$ cat src/rtl/psd_pkg.sv
package psd_pkg;

  // Modulus chosen by the dual-modulus stage
  typedef enum logic {
    MOD_BASE = 1'b0,
    MOD_PLUS = 1'b1
  } psd_mod_e;

  // Smallest main-count preset allowed
  localparam int unsigned PSD_B_MIN = 3;

endpackage

$ cat src/rtl/psd_cfg_latch.sv
module psd_cfg_latch
  import psd_pkg::*;
#(
  parameter int unsigned A_W = 4,
  parameter int unsigned B_W = 11
) (
  input  logic           clk,
  input  logic           rst_n,
  input  logic           ld,
  input  logic [A_W-1:0] a_in,
  input  logic [B_W-1:0] b_in,
  input  logic           psel_in,
  output logic [A_W-1:0] a_nxt,
  output logic [B_W-1:0] b_nxt,
  output logic           psel_nxt,
  output logic           psel_q,
  output logic           bad_cfg
);

  logic [A_W-1:0] a_q;
  logic [B_W-1:0] b_q;
  logic [B_W-1:0] a_ext;
  logic           legal;

  always_comb begin
    a_ext = B_W'(a_in);
    legal = (b_in >= B_W'(PSD_B_MIN)) && (a_ext <= b_in);
    bad_cfg = !legal;
    a_nxt    = legal ? a_in    : a_q;
    b_nxt    = legal ? b_in    : b_q;
    psel_nxt = legal ? psel_in : psel_q;
  end

  always_ff @(posedge clk or negedge rst_n) begin
    if (!rst_n) begin
      a_q    <= '0;
      b_q    <= B_W'(PSD_B_MIN);
      psel_q <= 1'b0;
    end else if (ld) begin
      a_q    <= a_nxt;
      b_q    <= b_nxt;
      psel_q <= psel_nxt;
    end
  end

  // the captured set always obeys the range rules
  cfg_legal_chk: assert property (@(posedge clk) disable iff (!rst_n)
    (b_q >= B_W'(PSD_B_MIN)) && (B_W'(a_q) <= b_q));

endmodule

$ cat src/rtl/psd_prescaler.sv
module psd_prescaler
  import psd_pkg::*;
#(
  parameter int unsigned P_SMALL = 8,
  parameter int unsigned P_LARGE = 16
) (
  input  logic     clk,
  input  logic     rst_n,
  input  logic     clr,
  input  logic     adv,
  input  logic     big_sel,
  input  psd_mod_e modc,
  output logic     period_end
);

  localparam int unsigned P_MAX = (P_LARGE > P_SMALL) ? P_LARGE : P_SMALL;
  localparam int unsigned PC_W  = $clog2(P_MAX + 1);

  logic [PC_W-1:0] pc_q;
  logic [PC_W-1:0] pc_d;
  logic [PC_W-1:0] base;
  logic [PC_W-1:0] last;

  always_comb begin
    base       = big_sel ? PC_W'(P_LARGE) : PC_W'(P_SMALL);
    last       = (modc == MOD_PLUS) ? base : base - PC_W'(1);
    period_end = (pc_q == last);
    pc_d       = pc_q;
    if (clr) begin
      pc_d = '0;
    end else if (adv) begin
      pc_d = period_end ? '0 : pc_q + PC_W'(1);
    end
  end

  always_ff @(posedge clk or negedge rst_n) begin
    if (!rst_n) begin
      pc_q <= '0;
    end else begin
      pc_q <= pc_d;
    end
  end

  // the prescaler phase never passes the largest modulus
  pc_range_chk: assert property (@(posedge clk) disable iff (!rst_n)
    pc_q <= PC_W'(P_MAX));

endmodule

$ cat src/rtl/psd_downcnt.sv
module psd_downcnt #(
  parameter int unsigned W     = 11,
  parameter int unsigned RST_V = 0
) (
  input  logic         clk,
  input  logic         rst_n,
  input  logic         ld,
  input  logic [W-1:0] ld_val,
  input  logic         dec,
  output logic [W-1:0] cnt
);

  logic [W-1:0] cnt_d;

  always_comb begin
    cnt_d = cnt;
    if (ld) begin
      cnt_d = ld_val;
    end else if (dec) begin
      cnt_d = cnt - W'(1);
    end
  end

  always_ff @(posedge clk or negedge rst_n) begin
    if (!rst_n) begin
      cnt <= W'(RST_V);
    end else begin
      cnt <= cnt_d;
    end
  end

  // a count is never decremented through zero
  no_underflow_chk: assert property (@(posedge clk) disable iff (!rst_n)
    (dec && !ld) |-> (cnt != '0));

endmodule

$ cat src/rtl/pswallow_div.sv
module pswallow_div
  import psd_pkg::*;
#(
  parameter int unsigned A_W     = 4,
  parameter int unsigned B_W     = 11,
  parameter int unsigned P_SMALL = 8,
  parameter int unsigned P_LARGE = 16
) (
  input  logic           clk,
  input  logic           rst_n,
  input  logic           psel,
  input  logic [A_W-1:0] a_set,
  input  logic [B_W-1:0] b_set,
  input  logic           cnt_rst,
  input  logic           pwdn,
  output logic           div_pulse,
  output logic           mod_hi,
  output logic           cfg_err
);

  logic [A_W-1:0] a_nxt;
  logic [B_W-1:0] b_nxt;
  logic           psel_nxt;
  logic           psel_q;
  logic [A_W-1:0] a_cnt;
  logic [B_W-1:0] b_cnt;
  logic           pe;
  logic           run;
  logic           term;
  logic           load;
  logic           a_dec;
  logic           b_dec;
  logic           pulse_d;
  logic           pulse_q;
  psd_mod_e       modc;

  always_comb begin
    run     = !cnt_rst && !pwdn;
    modc    = (a_cnt != '0) ? MOD_PLUS : MOD_BASE;
    term    = pe && (b_cnt == B_W'(1));
    load    = cnt_rst || (run && term);
    b_dec   = run && pe && !term;
    a_dec   = b_dec && (modc == MOD_PLUS);
    pulse_d = run && term;
  end

  psd_cfg_latch #(.A_W(A_W), .B_W(B_W)) u_cfg (
    .clk      (clk),
    .rst_n    (rst_n),
    .ld       (load),
    .a_in     (a_set),
    .b_in     (b_set),
    .psel_in  (psel),
    .a_nxt    (a_nxt),
    .b_nxt    (b_nxt),
    .psel_nxt (psel_nxt),
    .psel_q   (psel_q),
    .bad_cfg  (cfg_err)
  );

  psd_prescaler #(.P_SMALL(P_SMALL), .P_LARGE(P_LARGE)) u_pre (
    .clk        (clk),
    .rst_n      (rst_n),
    .clr        (load),
    .adv        (run),
    .big_sel    (psel_q),
    .modc       (modc),
    .period_end (pe)
  );

  psd_downcnt #(.W(A_W), .RST_V(0)) u_acnt (
    .clk    (clk),
    .rst_n  (rst_n),
    .ld     (load),
    .ld_val (a_nxt),
    .dec    (a_dec),
    .cnt    (a_cnt)
  );

  psd_downcnt #(.W(B_W), .RST_V(PSD_B_MIN)) u_bcnt (
    .clk    (clk),
    .rst_n  (rst_n),
    .ld     (load),
    .ld_val (b_nxt),
    .dec    (b_dec),
    .cnt    (b_cnt)
  );

  always_ff @(posedge clk or negedge rst_n) begin
    if (!rst_n) begin
      pulse_q <= 1'b0;
    end else begin
      pulse_q <= pulse_d;
    end
  end

  assign div_pulse = pulse_q;
  assign mod_hi    = (modc == MOD_PLUS);

  // the output pulse is one clock wide
  pulse_width_chk: assert property (@(posedge clk) disable iff (!rst_n)
    div_pulse |=> !div_pulse);

  // no pulse follows a frozen edge
  pwdn_quiet_chk: assert property (@(posedge clk) disable iff (!rst_n)
    ($past(pwdn) && !$past(cnt_rst)) |-> !div_pulse);

  // modulus control drops only at a prescaler period end or a reload
  mod_fall_chk: assert property (@(posedge clk) disable iff (!rst_n)
    $fell(mod_hi) |-> $past(pe || load));

  // a counter reset leaves the divider at the start of a cycle
  rst_start_chk: assert property (@(posedge clk) disable iff (!rst_n)
    cnt_rst |=> !div_pulse);

endmodule

$ cat config.mk
export PLATFORM = sky130hd
export DESIGN_NAME = pswallow_div
export DESIGN_NICKNAME = d
export VERILOG_FILES = /design/src/rtl/psd_pkg.sv /design/src/rtl/psd_cfg_latch.sv /design/src/rtl/psd_prescaler.sv /design/src/rtl/psd_downcnt.sv /design/src/rtl/pswallow_div.sv
export SDC_FILE = /design/constraint.sdc
export NUM_CORES = 1
export LEC_CHECK = 0
export BUFFER_PORTS_ARGS = -buffer_cell sky130_fd_sc_hd__buf_2
export CORE_MARGIN = 4
export CORE_UTILIZATION = 50
export CTS_CLUSTER_SIZE = 28
export DETAILED_ROUTE_END_ITERATION = 10
export GPL_ROUTABILITY_DRIVEN = 0
export HOLD_SLACK_MARGIN = 0.05
export PLACE_DENSITY_LB_ADDON = 0.1
export SYNTH_ARGS = -nofsm -noshare
export SYNTH_HDL_FRONTEND = slang
export SYNTH_SLANG_ARGS = --single-unit
export TNS_END_PERCENT = 1
$ cat constraint.sdc
create_clock -name clk -period 2.8 [get_ports clk]
set_input_delay 0.14 -clock clk [delete_from_list [all_inputs] [get_ports clk]]
set_output_delay 0.14 -clock clk [all_outputs]
set_load 0.02 [all_outputs]
; ---- After elaboration in Yosys (flattened, before gate mapping)
; Cells that the tools add are included.
[classes]
n_mux = 12
reduce_logical = 17
n_addsub = 4
order_cmp = 2
eq_ne = 2
[ops]
columns = operator, count
row1 = $mux 11, 3
row2 = $mux 5, 5
row3 = $mux 4, 3
row4 = $eq 11x1->1 const B, 1
row5 = $ge 11x2->1 const B, 1
row6 = $le 4x11->1, 1
row7 = $sub 11x1->11 const B, 1
row8 = $logic_and 1x1->1, 7
row9 = $reduce_bool 2->1, 3
row10 = $add 5x1->5 const B, 1
row11 = $eq 5x5->1, 1
row12 = $sub 5x1->5 const B, 1
row13 = $logic_not 1->1, 4
row14 = $reduce_bool 4->1, 1
row15 = $sub 4x1->4 const B, 1
row16 = $reduce_and 2->1, 1
row17 = $logic_or 1x1->1, 1
row18 = $mux 1, 1
[totals]
inputBits = 20
regBits = 37

; ---- Longest topological paths before layout
; Gate-level depths: netlist of the first run.
[depth]
depth_word = 10
mapped_depth = 12
depth_no_buf = 10

; ---- Modules after synthesis
; From an unflattened synthesis of the first run, not the netlist that was laid out.
[hier_totals]
hier_cells = 226
hier_area_um2 = 2361.0
[by_module_without_submodules]
columns = mod, seq_area_each_um2, n_inst, cells_per_inst, area_per_inst_um2
row1 = psd_cfg_latch, 402.9, 1, 80, 1003.5
row2 = psd_downcnt (u_bcnt), 277.8, 1, 77, 681.9
row3 = psd_prescaler, 125.1, 1, 37, 359.1
row4 = psd_downcnt (u_acnt), 100.1, 1, 21, 220.2
row5 = pswallow_div, 25.0, 1, 11, 96.3

; ---- Least setup slack after synthesis of the first run
; Ideal clock, no wire load.
[synth_path]
path_kind = register -> register
from = reg u_acnt.cnt[0]
to = reg u_cfg.b_q[10]
path_stages_with_launch = 13
setup_ps = 121
path_buffers = 2
synth_period_minus_slack_ps = 2725
t_arrival_ps = 2604
required_ps = 2679
slack_ps = 75
path_cell_list = dfrtp_1 -> inv_1 -> ha_1 -> or3b_4 -> ha_1 -> xnor2_1 -> nand3b_1 -> or2_1 -> buf_6 -> o21ai_4 -> nand2_2 -> buf_6 -> a22o_1
[synth_via]
elab_chain_cells = 7
[synth_rtl]
columns = element, line_no
row1 = start: declaration, psd_downcnt.sv:10  ; output logic [W-1:0] cnt
row2 = start signal: assignment, psd_downcnt.sv:26  ; cnt <= W'(RST_V);
row3 = start signal: assignment, psd_downcnt.sv:28  ; cnt <= cnt_d;
row4 = $reduce_bool 4->1, pswallow_div.sv:39  ; modc = (a_cnt != '0) ? MOD_PLUS : MOD_BASE;
row5 = $mux 1, pswallow_div.sv:39
row6 = net mod_hi, pswallow_div.sv:17  ; output logic mod_hi,
row7 = $mux 5, psd_prescaler.sv:26  ; last = (modc == MOD_PLUS) ? base : base - PC_W'(1);
row8 = $eq 5x5->1, psd_prescaler.sv:27  ; period_end = (pc_q == last);
row9 = $logic_and 1x1->1, pswallow_div.sv:40  ; term = pe && (b_cnt == B_W'(1));
row10 = $logic_and 1x1->1, pswallow_div.sv:41  ; load = cnt_rst || (run && term);
row11 = $logic_or 1x1->1, pswallow_div.sv:41
row12 = end signal: assignment, psd_cfg_latch.sv:37  ; b_q <= B_W'(PSD_B_MIN);
row13 = end signal: assignment, psd_cfg_latch.sv:41  ; b_q <= b_nxt;
row14 = end: declaration, psd_cfg_latch.sv:21  ; logic [B_W-1:0] b_q;
; The timed path passes the listed nets, and every way through them passes these cells.
; A chain may end at the register's enable or synchronous reset.

; ---- Worst setup path in the final report of the first run
[layout_path]
from = reg u_acnt.cnt[0]
to = reg u_cfg.b_q[0]
[layout_via]
elab_chain_cells = 7
[layout_rtl]
columns = element, line_no
row1 = $reduce_bool 4->1, pswallow_div.sv:39
row2 = $mux 1, pswallow_div.sv:39
row3 = $mux 5, psd_prescaler.sv:26
row4 = $eq 5x5->1, psd_prescaler.sv:27
row5 = $logic_and 1x1->1, pswallow_div.sv:40
row6 = $logic_and 1x1->1, pswallow_div.sv:41
row7 = $logic_or 1x1->1, pswallow_div.sv:41
; Every way passes these cells.

==> results of run 1 <==
## final timing paths
kind	slack (ns)	to	start	cells past startpoint
worst max-delay path	0.1	u_cfg.b_q[0]$_DFFE_PN1P_	u_acnt.cnt[0]$_DFFE_PN0P_	10
worst min-delay path	0.08	u_cfg.psel_q$_DFFE_PN0P_	psel	2
worst max register to register	0.1	u_cfg.b_q[0]$_DFFE_PN1P_	u_acnt.cnt[0]$_DFFE_PN0P_	10
worst min register to register	0.51	u_acnt.cnt[1]$_DFFE_PN0P_	u_acnt.cnt[1]$_DFFE_PN0P_	2
max in group asynchronous	1.78	u_acnt.cnt[3]$_DFFE_PN0P_	rst_n	2
min in group asynchronous	0.49	u_bcnt.cnt[10]$_DFFE_PN0P_	rst_n	2
## through the flow
step / util, % / std cells
6_report: 63.86 / 325
4_1_cts: 59.96 / 315
5_1_grt: 63.86 / 325
2_1_floorplan: - / 235
3_3_place_gp: 57.73 / 306
3_5_place_dp: 57.73 / 306
## layer usage
metal  up-vias  GRT usage, %
met3         9         4.459
met2        54         31.22
met5         -             0
met4         0         6.126
met1       927         29.81
li1        958             -
## worst max-delay path: stages, from the launching register on
cell	delay, ns
dfrtp_1	0.41
inv_2	0.06
ha_2	0.18
or3b_4	0.41
ha_4	0.29
xnor2_2	0.12
nand3b_1	0.16
or2_4	0.30
o21ai_4	0.24
nand2_4	0.13
mux2_1	0.33
## layout make-up
type | count | share of cell area, %
Timing Repair Buffer | 42 | 11.68
Sequential cell | 37 | 35.18
Tap cell | 50 | 2.364
Inverter | 11 | 1.560
Clock inverter | 2 | 0.3783
Clock buffer | 6 | 2.742
Multi-Input combinational cell | 177 | 46.10
## flip-flops by register name, summed over array words and instances, names as in the netlist
register and flops:
u_cfg.psel_q 1, u_bcnt.cnt 11, u_acnt.cnt 4, div_pulse 1, u_pre.pc_q 5, u_cfg.b_q 11
u_cfg.a_q 4
## power by group through the flow
stage / Clock (µW) / Sequential (µW) / Combinational, µW
floorplan: 0 / 635 / 202
global placement: 0 / 645 / 273
detailed placement: 0 / 646 / 277
CTS: 377 / 636 / 280
global route: 396 / 647 / 357
finish: 368 / 638 / 317
## layout by cell type (no fill, tap or decap), types with 4 or more instances in the layout
cell	count
nor2_1	20
a2bb2oi_1	4
dfrtp_1	33
clkbuf_8	5
a211oi_1	5
nand3_1	5
mux2i_1	6
o21ai_0	11
a21oi_1	29
nand2_1	9
a22o_1	7
buf_2	22
o22ai_1	5
buf_4	15
ha_1	7
inv_1	9
dfstp_2	4
nor3_1	10
## cell families after synthesis
family	count (synthesis)
compound gates	85
xor+xnor	2
fa+ha+maj	9
buf+inv	21
flops	37
mux	11
simple gates	70
## timing repair
action / in CTS / in global routing
gates resized for setup: 0 / 13
hold buffers: 1 / 0
endpoints found under the hold margin: 33 / 0
setup endpoints to repair: 0 / 16
setup buffers: 0 / 9
==> results.json, run 1 <==
{
  "wl_per_cell_um": 16.48,
  "p_per_area_mw_per_mm2": 499.8,
  "drt_iter0_drc": 147,
  "route.detailed.drc": 0,
  "worst_slack_ns": 0.09917,
  "synth_cells": 235,
  "hold_slack_ns": 0.08305,
  "grt_max_degree": 38,
  "comb_power_share_pct": 24.0,
  "path_max_fanout": 10,
  "syn_nets": 264,
  "dr_total_vias": 1948,
  "skew_ns": 0.008407,
  "start_util_pct": 53.35,
  "multiInputGateArea_mm2": 0.001220,
  "placed_cell_area_mm2": 0.002392,
  "synth_top_area_share_pct": 37.35,
  "outcome": "completed",
  "maxSlewHeadroom_pct": 44.41,
  "synth_compound_area_share_pct": 25.64,
  "power.switching_uw": 405.4,
  "grt_pass1_wl_mm": 8.763,
  "arrival_ns": 2.92,
  "synth_mux_area_share_pct": 5.433,
  "power.total_uw": 1323,
  "synth_edf_count": 0,
  "required_ns": 3.02,
  "cts_made_buffers": 5,
  "htreeDepth": 2,
  "routed.top_layer": "met4",
  "grt_pass1_vias": 1865,
  "switching_share_pct": 30.65,
  "antenna_found_initial": 0,
  "stdcell_area_mm2": 0.002646,
  "syn_area_mm2": 0.002211,
  "min_path_type": "primary input to flop",
  "grt_overflow_total": 0,
  "grt_usage_pct": 20.66,
  "drv_cap": 0,
  "finalCritPeriodShare_pct": 96.46,
  "synth_top_family_by_area": "compound AO/OA/AOI/OAI gates",
  "place_ws_ns": 0.08377,
  "p_leak_uw": 0.001193,
  "cts_tree": "done",
  "worstSetupPathType": "flop to flop",
  "core.rowCount": 23,
  "coreArea_mm2": 0.004144,
  "synthTopCellsByCount": "33 x dfrtp_1, 29 x a21oi_1, 22 x nor2_1",
  "tightestPinTransition_ns": 0.8338,
  "io_pins": 23,
  "fmax_ghz": 0.3703,
  "synthArstFlopShare_pct": 100.0,
  "drtPass1Iterations": 4,
  "cp-end-kind": "flop",
  "tns_ns": 0,
  "synth_cell_types": 57,
  "viasPerCell": 5.994,
  "final_antenna_net_count": 0,
  "drt-met1-wl_mm": 2.490,
  "synthSimpleGateAreaFrac_pct": 16.41,
  "synthTopCellsByArea": "dfrtp_1 37%, a21oi_1 6.6%, ha_1 5.1%",
  "synth.avg_cell_area_um2": 9.408,
  "synth_fa_ha_area_share_pct": 5.093,
  "ys_seq_area_share_pct": 42.11,
  "max-vdd-ir-drop_v": 0.0002495,
  "synthToLayoutAreaGrowth_pct": 19.69,
  "ys_seq_elements": 37,
  "cts-root-buf": "clkbuf_8",
  "register_area_um2": 930.9,
  "yosysMostFrequentCell": "dfrtp_1",
  "clk_pin_slew_ns": 0.07,
  "dp.final_hpwl_mm": 3.657,
  "routed_wl_mm": 5.355,
  "routed-wl-met2_mm": 2.469,
  "die_area_mm2": 0.005550,
  "die_w_um": 74.50,
  "layout_min_cycle_time_ns": 2.701,
  "antenna_cells": 0,
  "layout-drive-gt1-share_pct": 25.82,
  "io_buffers": 22,
  "synth_flop_cell": "dfrtp_1",
  "pwr-share-seq_pct": 48.2,
  "nets": 303,
  "setup_viol": 0,
  "yosys_warnings": 0,
  "ctsLongestPathBuffers": 2,
  "p_clk_share_pct": 27.8,
  "p_int_uw": 917.4,
  "start_kind": "flop",
  "chipHeight_um": 74.50,
  "insertion_delay_ns": 0.29,
  "hold_violations": 0,
  "wl_met3_um": 315,
  "fillCellCount": 359,
  "synth_area_leader_cell": "dfrtp_1",
  "drv_slew": 0,
  "cts.sinks": 37,
  "yosys.area_share.xor_xnor_pct": 0.7923
}
(Power assumes the default switching activity.)
==> run 2, diff against run 1 <==
CELL_PAD_IN_SITES_DETAIL_PLACEMENT = 1   (was unset)
CELL_PAD_IN_SITES_GLOBAL_PLACEMENT = 1   (was unset)
CORE_MARGIN = 8   (was 4)
CORE_UTILIZATION = 41   (was 50)
CTS_CLUSTER_SIZE = unset   (was 28)
==> results.json, run 2 (synthesis results as in run 1) <==
{
  "required_ns": 3.01,
  "path_max_fanout": 5,
  "crit_path_frequent_cell": "ha_4",
  "stdcell_count": 342,
  "p_int_uw": 1011,
  "drt_iter0_drc": 93,
  "tightestPinTransition_ns": 0.8552,
  "finalCritPeriodShare_pct": 97.32,
  "synthToLayoutAreaGrowth_pct": 21.62,
  "dr_total_vias": 1962,
  "dp.final_hpwl_mm": 4.356,
  "antenna_found_initial": 0,
  "antenna_cells": 0,
  "skew_ns": 0.01493,
  "pwr-share-seq_pct": 44.7,
  "slowest_delay_ns": 0.42,
  "core.rowCount": 26,
  "p_leak_uw": 0.001195,
  "power.switching_uw": 419.8,
  "arrival_ns": 2.93,
  "io_buffers": 22,
  "cp_cell_sequence": "inv_2 > ha_4 > or3b_4 > ha_4 > xnor2_2 > nand3b_1 > or2_4 > o21ai_4 > nand2_4 > mux2_4",
  "placed_cell_area_mm2": 0.002425,
  "cts_made_buffers": 5,
  "final_core_util_pct": 51.98,
  "ctsLongestPathBuffers": 2,
  "coreArea_mm2": 0.005172,
  "start_kind": "flop",
  "cts.sinks": 37,
  "die_w_um": 89.43,
  "r2r_cells": 10,
  "drv_cap": 0,
  "htreeDepth": 2,
  "hold_violations": 0,
  "grt_max_degree": 38,
  "p_clk_share_pct": 31.5,
  "setup_viol": 0,
  "io_pins": 23,
  "reg_top3": "u_bcnt.cnt (11), u_cfg.b_q (11), u_pre.pc_q (5)",
  "clk_pin_slew_ns": 0.07,
  "min_path_type": "primary input to flop",
  "final_cell_mix": "33 x dfrtp_1, 28 x a21oi_1, 22 x buf_2",
  "layout-drive-gt1-share_pct": 27.57,
  "mostFrequentLayoutCell": "dfrtp_1",
  "worstSetupPathType": "flop to flop",
  "grt_pass1_vias": 2048,
  "grt_overflow_total": 0,
  "comb_power_share_pct": 23.8,
  "chipHeight_um": 89.43,
  "drtPass1Iterations": 4,
  "max-vdd-ir-drop_v": 0.0002862,
  "nets": 301,
  "switching_share_pct": 29.34,
  "grt_pass1_wl_mm": 10.22,
  "route.detailed.drc": 0,
  "cp_num_buf_inv": 1,
  "holdPathStages": 2,
  "insertion_delay_ns": 0.29,
  "path_depth": 10,
  "outcome": "completed",
  "fmax_ghz": 0.3670,
  "crit_family": "simple AND/OR/NAND/NOR gates",
  "grt_usage_pct": 16.47,
  "cp_slowest_cell": "or3b_4",
  "stdcell_area_mm2": 0.002689,
  "routed_wl_mm": 6.182,
  "wl_per_cell_um": 18.08,
  "start_util_pct": 42.74,
  "dp_cells": 327,
  "viasPerCell": 5.737,
  "cts-root-buf": "clkbuf_8",
  "maxSlewHeadroom_pct": 42.99,
  "die_area_mm2": 0.007998,
  "layout_min_cycle_time_ns": 2.725,
  "power.total_uw": 1431,
  "final_antenna_net_count": 0,
  "p_per_area_mw_per_mm2": 532.1,
  "cp-end-kind": "flop",
  "cts_tree": "done",
  "drv_slew": 0
}
-- run 2: changes by cell type in the layout (fill, tap and decap cells not counted), sizes merged --
cell,delta
nand2,+1
clkbuf,-2
buf,-2
bufinv,+1
clkinv,-1
-- run 2: path summary, 6_finish.rpt --
path                                           start                        end  slack [ns]
hold / removal                                  psel   u_cfg.psel_q$_DFFE_PN0P_         0.1
hold reg to reg             u_cfg.b_q[1]$_DFFE_PN1P_   u_cfg.b_q[1]$_DFFE_PN1P_        0.50
min in group asynchronous                      rst_n  u_bcnt.cnt[3]$_DFFE_PN0P_        0.51
setup reg to reg           u_acnt.cnt[0]$_DFFE_PN0P_   u_cfg.b_q[0]$_DFFE_PN1P_        0.08
setup / recovery           u_acnt.cnt[0]$_DFFE_PN0P_   u_cfg.b_q[0]$_DFFE_PN1P_        0.08
max in group asynchronous                      rst_n  u_acnt.cnt[3]$_DFFE_PN0P_        1.75
-- run 2: final cells by class --
class,count,area [µm²]
clock buffer,5,68.82
clock inverter,2,35.03
fill,599,2484
inverter,11,41.29
multi-input combinational,178,1260
sequential,37,930.9
tap,70,87.58
timing repair buffer,39,265.3
-- run 2: per-layer routing --
layer,share of wire [%],global-route usage (%)
met4,0.53,3.021
met3,2.6,3.676
met1,49,22.49
met5,0,0
met2,48,25.99
-- run 2: metrics by stage --
step / TNS (ns) / hold WS [ns] / setup slack (ns)
after global routing: -0.09230 / 0.1068 / -0.02581
after CTS: 0 / 0.09211 / 0.01307
final: 0 / 0.09780 / 0.07508
after floorplan: 0 / -0.1556 / 0.07459
after global placement: 0 / 0.3033 / 0.1186
after detailed placement: 0 / 0.3023 / 0.04265
-- run 2: power groups by stage --
stage                     combinational (µW)  sequential (µW)  clock (µW)
after global routing                     381              650         478
after global placement                   283              645           0
after CTS                                292              638         463
after floorplan                          202              635           0
final                                    341              640         450
after detailed placement                 287              648           0
-- run 2: repair_timing --
item,CTS,global route
pin swaps,0,6
gates resized for setup,2,17
cloned,0,1
hold buffers,1,0
setup buffers,0,6
endpoints found under the hold margin,33,0
endpoints found under the setup margin,1,15
